===== config.mk =====
export PLATFORM = sky130hd
export DESIGN_NAME = serial_chan_bank
export DESIGN_NICKNAME = d
export VERILOG_FILES = /design/src/rtl/scb_pkg.sv /design/src/rtl/scb_sync.sv /design/src/rtl/scb_shifter.sv /design/src/rtl/scb_bank.sv /design/src/rtl/serial_chan_bank.sv
export SDC_FILE = /design/constraint.sdc
export NUM_CORES = 1
export LEC_CHECK = 0
export ABC_AREA = 1
export ABC_CLOCK_PERIOD_IN_PS = 2400
export CAP_MARGIN = 20
export CORE_ASPECT_RATIO = 1.5
export CORE_MARGIN = 2
export CORE_UTILIZATION = 60
export CTS_BUF_LIST = sky130_fd_sc_hd__clkbuf_4
export CTS_CLUSTER_SIZE = 8
export DETAILED_ROUTE_END_ITERATION = 8
export DONT_BUFFER_PORTS = 1
export GPL_ROUTABILITY_DRIVEN = 0
export PLACE_DENSITY = 0.87
export SLEW_MARGIN = 20
export SYNTH_ARGS = -nofsm -noshare
export SYNTH_HDL_FRONTEND = slang
export SYNTH_HIERARCHICAL = 1
export SYNTH_SLANG_ARGS = --single-unit

===== constraint.sdc =====
create_clock -name clk -period 2.4 [get_ports clk]
set_input_delay 0 -clock clk [delete_from_list [all_inputs] [get_ports clk]]
set_output_delay 0 -clock clk [all_outputs]
set_load 0.005 [all_outputs]

===== src/rtl/scb_pkg.sv =====
package scb_pkg;
  localparam int unsigned WORD_W = 16;
  localparam int unsigned CODE_W = 10;
  localparam int unsigned ADDR_W = 5;
  localparam int unsigned TEST_BIT = WORD_W - 1;
  localparam int unsigned CNT_W = $clog2(WORD_W + 1);

  function automatic logic [ADDR_W-1:0] word_addr(input logic [WORD_W-1:0] w);
    return w[CODE_W +: ADDR_W];
  endfunction

  function automatic logic [CODE_W-1:0] word_code(input logic [WORD_W-1:0] w);
    return w[CODE_W-1:0];
  endfunction

  function automatic logic word_ok(input logic [WORD_W-1:0] w, input int unsigned nch);
    return (w[TEST_BIT] == 1'b0) && (int'(word_addr(w)) < int'(nch));
  endfunction
endpackage


===== src/rtl/scb_sync.sv =====
module scb_sync #(
  parameter int unsigned W = 3,
  parameter int unsigned STAGES = 2,
  parameter logic [W-1:0] RST_VAL = '0
) (
  input  logic         clk,
  input  logic         rst,
  input  logic [W-1:0] din,
  output logic [W-1:0] sync_o,
  output logic [W-1:0] rise_o,
  output logic [W-1:0] fall_o
);
  logic [W-1:0] stg [STAGES];
  logic [W-1:0] prev;

  always_ff @(posedge clk) begin
    if (rst) begin
      for (int s = 0; s < int'(STAGES); s++) stg[s] <= RST_VAL;
      prev <= RST_VAL;
    end else begin
      stg[0] <= din;
      for (int s = 1; s < int'(STAGES); s++) stg[s] <= stg[s-1];
      prev <= stg[STAGES-1];
    end
  end

  assign sync_o = stg[STAGES-1];
  assign rise_o = sync_o & ~prev;
  assign fall_o = ~sync_o & prev;
endmodule


===== src/rtl/scb_shifter.sv =====
module scb_shifter
  import scb_pkg::*;
(
  input  logic              clk,
  input  logic              rst,
  input  logic              en_n,
  input  logic              en_fall,
  input  logic              sclk_rise,
  input  logic              sclk_fall,
  input  logic              sdi,
  output logic [WORD_W-1:0] shreg_o,
  output logic [CNT_W-1:0]  cnt_o,
  output logic              full_o,
  output logic              sdo_o
);
  logic shift_ev;
  logic pass_ev;

  assign shift_ev = sclk_rise & ~en_n;
  assign pass_ev  = sclk_fall & ~en_n;
  assign full_o   = (cnt_o == CNT_W'(WORD_W));

  always_ff @(posedge clk) begin
    if (rst) begin
      shreg_o <= '0;
      cnt_o   <= '0;
      sdo_o   <= 1'b0;
    end else begin
      if (shift_ev) shreg_o <= {shreg_o[WORD_W-2:0], sdi};
      if (en_fall) cnt_o <= shift_ev ? CNT_W'(1) : '0;
      else if (shift_ev && !full_o) cnt_o <= cnt_o + 1'b1;
      if (pass_ev) sdo_o <= shreg_o[WORD_W-1];
    end
  end
endmodule


===== src/rtl/scb_bank.sv =====
module scb_bank
  import scb_pkg::*;
#(
  parameter int unsigned NUM_CH = 18
) (
  input  logic                     clk,
  input  logic                     rst,
  input  logic                     wr_en,
  input  logic [ADDR_W-1:0]        wr_addr,
  input  logic [CODE_W-1:0]        wr_code,
  output logic [NUM_CH*CODE_W-1:0] codes_o
);
  for (genvar g = 0; g < int'(NUM_CH); g++) begin : g_ch
    logic [CODE_W-1:0] code_q;
    always_ff @(posedge clk) begin
      if (rst) code_q <= '0;
      else if (wr_en && (wr_addr == ADDR_W'(g))) code_q <= wr_code;
    end
    assign codes_o[g*CODE_W +: CODE_W] = code_q;
  end
endmodule


===== src/rtl/serial_chan_bank.sv =====
module serial_chan_bank
  import scb_pkg::*;
#(
  parameter int unsigned NUM_CH = 18,
  parameter int unsigned SYNC_STAGES = 2,
  localparam int unsigned BANK_W = NUM_CH * CODE_W
) (
  input  logic              clk,
  input  logic              rst,
  input  logic              ser_clk_i,
  input  logic              ser_dat_i,
  input  logic              ser_en_n_i,
  output logic              ser_dat_o,
  output logic [BANK_W-1:0] chan_code_o
);
  localparam int unsigned IDX_CLK = 0;
  localparam int unsigned IDX_DAT = 1;
  localparam int unsigned IDX_EN  = 2;

  logic [2:0] sync_v, rise_v, fall_v;
  logic sclk_rise, sclk_fall, en_n_s, en_rise, en_fall, sdi_s;
  logic [WORD_W-1:0] shreg;
  logic [CNT_W-1:0]  cnt;
  logic full;
  logic commit;

  scb_sync #(.W(3), .STAGES(SYNC_STAGES), .RST_VAL(3'b100)) u_sync (
    .clk(clk), .rst(rst),
    .din({ser_en_n_i, ser_dat_i, ser_clk_i}),
    .sync_o(sync_v), .rise_o(rise_v), .fall_o(fall_v)
  );

  assign sclk_rise = rise_v[IDX_CLK];
  assign sclk_fall = fall_v[IDX_CLK];
  assign sdi_s     = sync_v[IDX_DAT];
  assign en_n_s    = sync_v[IDX_EN];
  assign en_rise   = rise_v[IDX_EN];
  assign en_fall   = fall_v[IDX_EN];

  scb_shifter u_shift (
    .clk(clk), .rst(rst), .en_n(en_n_s), .en_fall(en_fall),
    .sclk_rise(sclk_rise), .sclk_fall(sclk_fall), .sdi(sdi_s),
    .shreg_o(shreg), .cnt_o(cnt), .full_o(full), .sdo_o(ser_dat_o)
  );

  assign commit = en_rise & full & word_ok(shreg, NUM_CH);

  scb_bank #(.NUM_CH(NUM_CH)) u_bank (
    .clk(clk), .rst(rst), .wr_en(commit),
    .wr_addr(word_addr(shreg)), .wr_code(word_code(shreg)),
    .codes_o(chan_code_o)
  );
endmodule


==> flow_summary.ini, run 1 <==
[placement]
hpwl_mm = 15.3
port_buffers = 0

[clock_tree]
cts_tree = built
clock_path_buffers = 3
post_cts_buffers = 0
cts_max_level = 2
cts-hold-fix-buffers = 5
clkTransAtPathRegs_ps = 80
insertion_delay_ps = 630
cts_made_buffers = 48
cts_root_buf = clkbuf_4
cts_resized = 0
cts.sink_count = 210

[die]
die_height_microns = 157
io_pins = 186
die_area_sq_um = 16600
core_area_sq_um = 15100
start_util_pct = 61.7
fp-row-count = 55
die_w_microns = 106

[sta]
fin_crit_ps = 2130
fin_skew_ps = 49.6
setup_viol = 0
whs_ps = 65.8
rsz0062_at_grt = no
hold_violations = 0
fin_crit_sh_pct = 89.0
fmax_mhz = 468
maxSlewViolCount = 0
setup-tns-final_ps = 0
relSlewSlack_pct = 33.5
worst_pin_slew_ps = 994

[worst_hold_path]
hold_depth = 3
hold_path.class = in2reg
min_to = u_sync/stg[0][0]
hp-start = ser_clk_i

[logic_synthesis]
yosys_warnings = 6
synth_area_sq_um = 9350
synthCells = 1467
syn_nets = 1474
syn_area_per_cell_sq_um = 6.37

[finish]
num-nets-final = 1475
area_delta_synth_final_pct = 8.38
drive_above_1_share_pct = 8.40
layout_common_cells = nand2_1, inv_1, nor2_1
mostFrequentLayoutCell = nand2_1

[grt]
grt_pass1_vias = 7903
grt_pass1_wl_mm = 37.7
grtUsageTotal_pct = 28.1
grt-ovfl-total = 0
grt_max_degree = 173
antenna_found_initial = 1

[power_and_ir_drop]
power_density_nw_per_um2 = 629
p_leak_nw = 4.99
peakVddDrop_uv = 416
p_total_mw = 6.37

[routing]
drt-initial-drc-count = 512
post-route-drc-count = 0
wl_mm = 23.8
drt_pass1_iterations = 5
vias_per_cell = 4.91
via_count = 8350
ant_nets = 0
wl_per_cell_microns = 14.0

[critical_path]
reg2reg_to = u_bank/g_ch[3].code_q[4]
rrSetupSlack_ps = 270
end_kind = flip-flop
path_class = reg2reg
cp-start-kind = flip-flop
cp_max_fo = 24
worstPathRequired_ps = 2940
reg2reg_depth = 15
crit-reg2reg-launch = u_shift/cnt_o[0]
arrival_ps = 2680

[job]
drv_cap = 0

[outcome]
status = finished clean
==> worst max-delay path by stage <==
stage | startpoint | endpoint | slack (ps) | cells after the start
2_1_floorplan | u_shift/cnt_o[0] | u_bank/g_ch[10].code_q[9] | 570 | 14
3_3_place_gp | u_shift/cnt_o[0] | u_bank/g_ch[15].code_q[6] | 370 | 15
3_5_place_dp | u_shift/cnt_o[0] | u_bank/g_ch[3].code_q[4] | 280 | 15
4_1_cts | u_shift/cnt_o[0] | u_bank/g_ch[15].code_q[8] | 270 | 15
5_1_grt | u_shift/cnt_o[0] | u_bank/g_ch[3].code_q[3] | 50 | 15
6_report | u_shift/cnt_o[0] | u_bank/g_ch[3].code_q[4] | 270 | 15
==> per-layer routing <==
layer | part of all wire [%] | GRT usage [%] | wire length [microns] | up-vias
met5 | 0 | 0 | 0 | -
met4 | 4.2 | 16.2 | 1010 | 0
met3 | 10 | 8.75 | 2380 | 77
met2 | 49 | 48.5 | 11700 | 369
met1 | 36 | 30.1 | 8640 | 3650
li1 | - | - | - | 4254
==> final cells by class <==
class,count,area [sq um]
clock buffers,75,563
multi-input cells,860,3600
clock inverters,7,33.8
diodes,1,2.50
repair buffers,23,248
fillers,1306,5010
well taps,199,249
flip-flops and latches,210,4200
inverters,325,1230
==> registers in the layout, summed over array words and instances, names as in the netlist <==
signal              flops
u_sync/prev             2
u_shift/cnt_o           5
u_shift/shreg_o        16
u_bank/g_ch.code_q    180
u_shift/sdo_o           1
u_sync/stg              6
==> worst max-delay path, stage by stage (launching register included) <==
cell and delay [ps]:
dfxtp_1 340, inv_1 80, ha_1 140, nand2_1 50, inv_1 60, nand2_2 80, inv_1 60, nand3b_1 80
a21oi_2 150, nand2_1 150, nor2_2 200, buf_12 180, nand2_1 220, nand2_1 120, inv_1 50, nor2_1 110
==> report_power, final <==
group          leakage (nW)  internal, mW  total [mW]  switching, mW
sequential             1.69          3.49        3.49        0.00315
combinational          2.94        0.0454       0.143         0.0977
clock                 0.353          1.41        2.73           1.32
==> per-stage QoR <==
stage	utilization (%)	cells	setup slack (ps)	instance area, sq um
2_1_floorplan	-	1467	565	9350
3_3_place_gp	62.6	1612	371	9480
3_5_place_dp	62.6	1612	285	9480
4_1_cts	66.9	1699	273	10100
5_1_grt	66.9	1700	50.0	10100
6_report	66.9	1700	265	10100
Note: power is estimated with default switching activity, not from simulation.
==> run 2, diff against run 1 <==
- ABC_CLOCK_PERIOD_IN_PS: 2400 -> 2200
- BUFFER_PORTS_ARGS: unset -> -buffer_cell sky130_fd_sc_hd__buf_4
- CAP_MARGIN: 20 -> unset
- CORE_UTILIZATION: 60 -> 57
- DONT_BUFFER_PORTS: 1 -> unset
- PLACE_DENSITY: 0.87 -> 0.93
- clock period: 2.4 -> 2.2 ns (I/O delays scaled with it)
==> run 2 against run 1 <==
Flip-flop and latch count unchanged. Via count increased by 12%. Clock-buffer cell count fell by 11. Fmax rose by 1.8%. Largest power group unchanged. Combinational power is 21% higher. Critical path type unchanged. Sequential share of layout area shrank 5.5 points. Register-to-register slack lost 160 ps. Die area is 5.1% higher. Final area up 16%. Wire length is 13% higher.
==> flow_summary.ini, run 2 (synthesis results as in run 1) <==
[sta]
relSlewSlack_pct = 42.9
fin_crit_sh_pct = 95.3
setup-tns-final_ps = 0
fin_crit_ps = 2100
hold_violations = 0
maxSlewViolCount = 0
fin_skew_ps = 22.9
worst_pin_slew_ps = 855
fin_ws_ps = 103
setup_viol = 0
fmax_mhz = 477

[die]
core_area_sq_um = 16100
die_height_microns = 161
io_pins = 186
start_util_pct = 58.0
die_area_sq_um = 17500
die_w_microns = 109
fp-row-count = 57

[clock_tree]
insertion_delay_ps = 620
cts_root_buf = clkbuf_4
cts.sink_count = 210
clkTransAtPathRegs_ps = 70
cts_max_level = 2
clock_path_buffers = 3
cts_made_buffers = 48
cts_tree = built

[finish]
regMostFlops = u_bank/g_ch.code_q
final_cells = 1900
area_delta_synth_final_pct = 25.2
nFillCells = 1229
mostFrequentLayoutCell = nand2_1
multi_input_area_sq_um = 3670
largest_register_ffs = 180
final_core_utilization_pct = 72.6
num-nets-final = 1673
seqCellArea_sq_um = 4210
drive_above_1_share_pct = 19.0
layout_common_cells = nand2_1, inv_1, nor2_1
reg.largest.list = u_bank/g_ch.code_q: 180 flops, u_shift/shreg_o: 16 flops, u_sync/stg: 6 flops

[grt]
met1_usage_pct = 32.1
grt_util_met2_pct = 51.4
use_met3_pct = 6.49
top_usage_layer = met2
grt_max_degree = 64
grt_pass1_vias = 8617
grt-ovfl-total = 0
grt_pass1_wl_mm = 41.0
antenna_found_initial = 1
grtUsageTotal_pct = 29.3

[routing]
via_count = 9382
wl_per_cell_microns = 14.1
drt-initial-drc-count = 742
post-route-drc-count = 0
ant_nets = 0
wl_mm = 26.8
vias_per_cell = 4.94
drt_pass1_iterations = 6

[critical_path]
worstPathRequired_ps = 2760
cp_max_fo = 6
reg2reg_depth = 16
path_class = reg2reg
arrival_ps = 2650
end_kind = flip-flop
cp-start-kind = flip-flop

[power_and_ir_drop]
power_density_nw_per_um2 = 581
peakVddDrop_uv = 374
p_leak_nw = 6.07

[placement]
dp_worst_setup_slack_ps = 99.6
port_buffers = 185
dp_cells = 1808
hpwl_mm = 17.0

[job]
drv_cap = 0

[worst_hold_path]
hold_depth = 3
hold_path.class = in2reg

[outcome]
status = finished clean
run 2: cell count changes in the layout (fill, tap and decap cells not counted), sizes merged:
cell and delta:
buf +191, clkbuf -8, clkinv +6, clkinvlp -2, dlygate4sd3 +2, inv +2
nor2 +2
run 2: cell type report:
type                            instances  area share, %
Clock inverter                         13          0.428
Antenna cell                            1         0.0214
Clock buffer                           64           4.11
Timing Repair Buffer                  219           15.4
Tap cell                              206           2.20
Multi-Input combinational cell        862           31.4
Inverter                              325           10.5
Sequential cell                       210           36.0
run 2: metrics by stage:
stage / hold WS (ps) / area [sq um] / total power, mW
detailed placement: 178 / 10900 / 4.05
floorplan: 71.2 / 9350 / 4.02
finish: 294 / 11700 / 6.80
global route: 304 / 11700 / 7.04
global placement: 174 / 10900 / 4.05
CTS: 276 / 11500 / 6.82
run 2: critical path: stages, from the launching register on:
cell and delay, ps:
dfxtp_4 360, inv_2 60, ha_1 130, nand2_1 50, inv_1 60, nand2_2 60
inv_1 70, nand3b_1 80, a21oi_2 200, inv_2 70, nor2_4 170, clkbuf_16 190
nand3_4 110, clkbuf_16 200, nand2_1 50, nand2_1 40, nor2_1 120
run 2: where the power goes:
| group | leakage [nW] | switching, mW | internal, mW | total [mW] |
|---|---|---|---|---|
| Sequential | 1.69 | 0.00377 | 3.81 | 3.81 |
| Combinational | 4.05 | 0.114 | 0.0588 | 0.173 |
| Clock | 0.323 | 1.48 | 1.34 | 2.82 |
| Total | 6.07 | 1.60 | 5.20 | 6.80 |
run 2: metal layers:
layer / vias up / share of wire [%] / wire, microns
met5: - / 0 / 0
met4: 0 / 4.2 / 1120
met3: 87 / 9.0 / 2410
met2: 504 / 51 / 13800
met1: 4140 / 35 / 9470
li1: 4651 / - / -
run 2: final timing paths:
check / from / to / slack [ps]
setup / recovery: u_shift/cnt_o[0] / u_bank/g_ch[12].code_q[7] / 100
hold / removal: rst / u_sync/prev[0] / 290
setup reg to reg: u_shift/cnt_o[0] / u_bank/g_ch[12].code_q[7] / 100
hold reg to reg: u_sync/stg[0][0] / u_sync/stg[0][3] / 400
run 2: timing repair:
action | 4_1_cts | 5_1_grt
setup endpoints to repair | 0 | 155
gates resized for setup | 0 | 22
hold buffers | 7 | 0
endpoints found under the hold margin | 30 | 0
setup buffers | 0 | 2
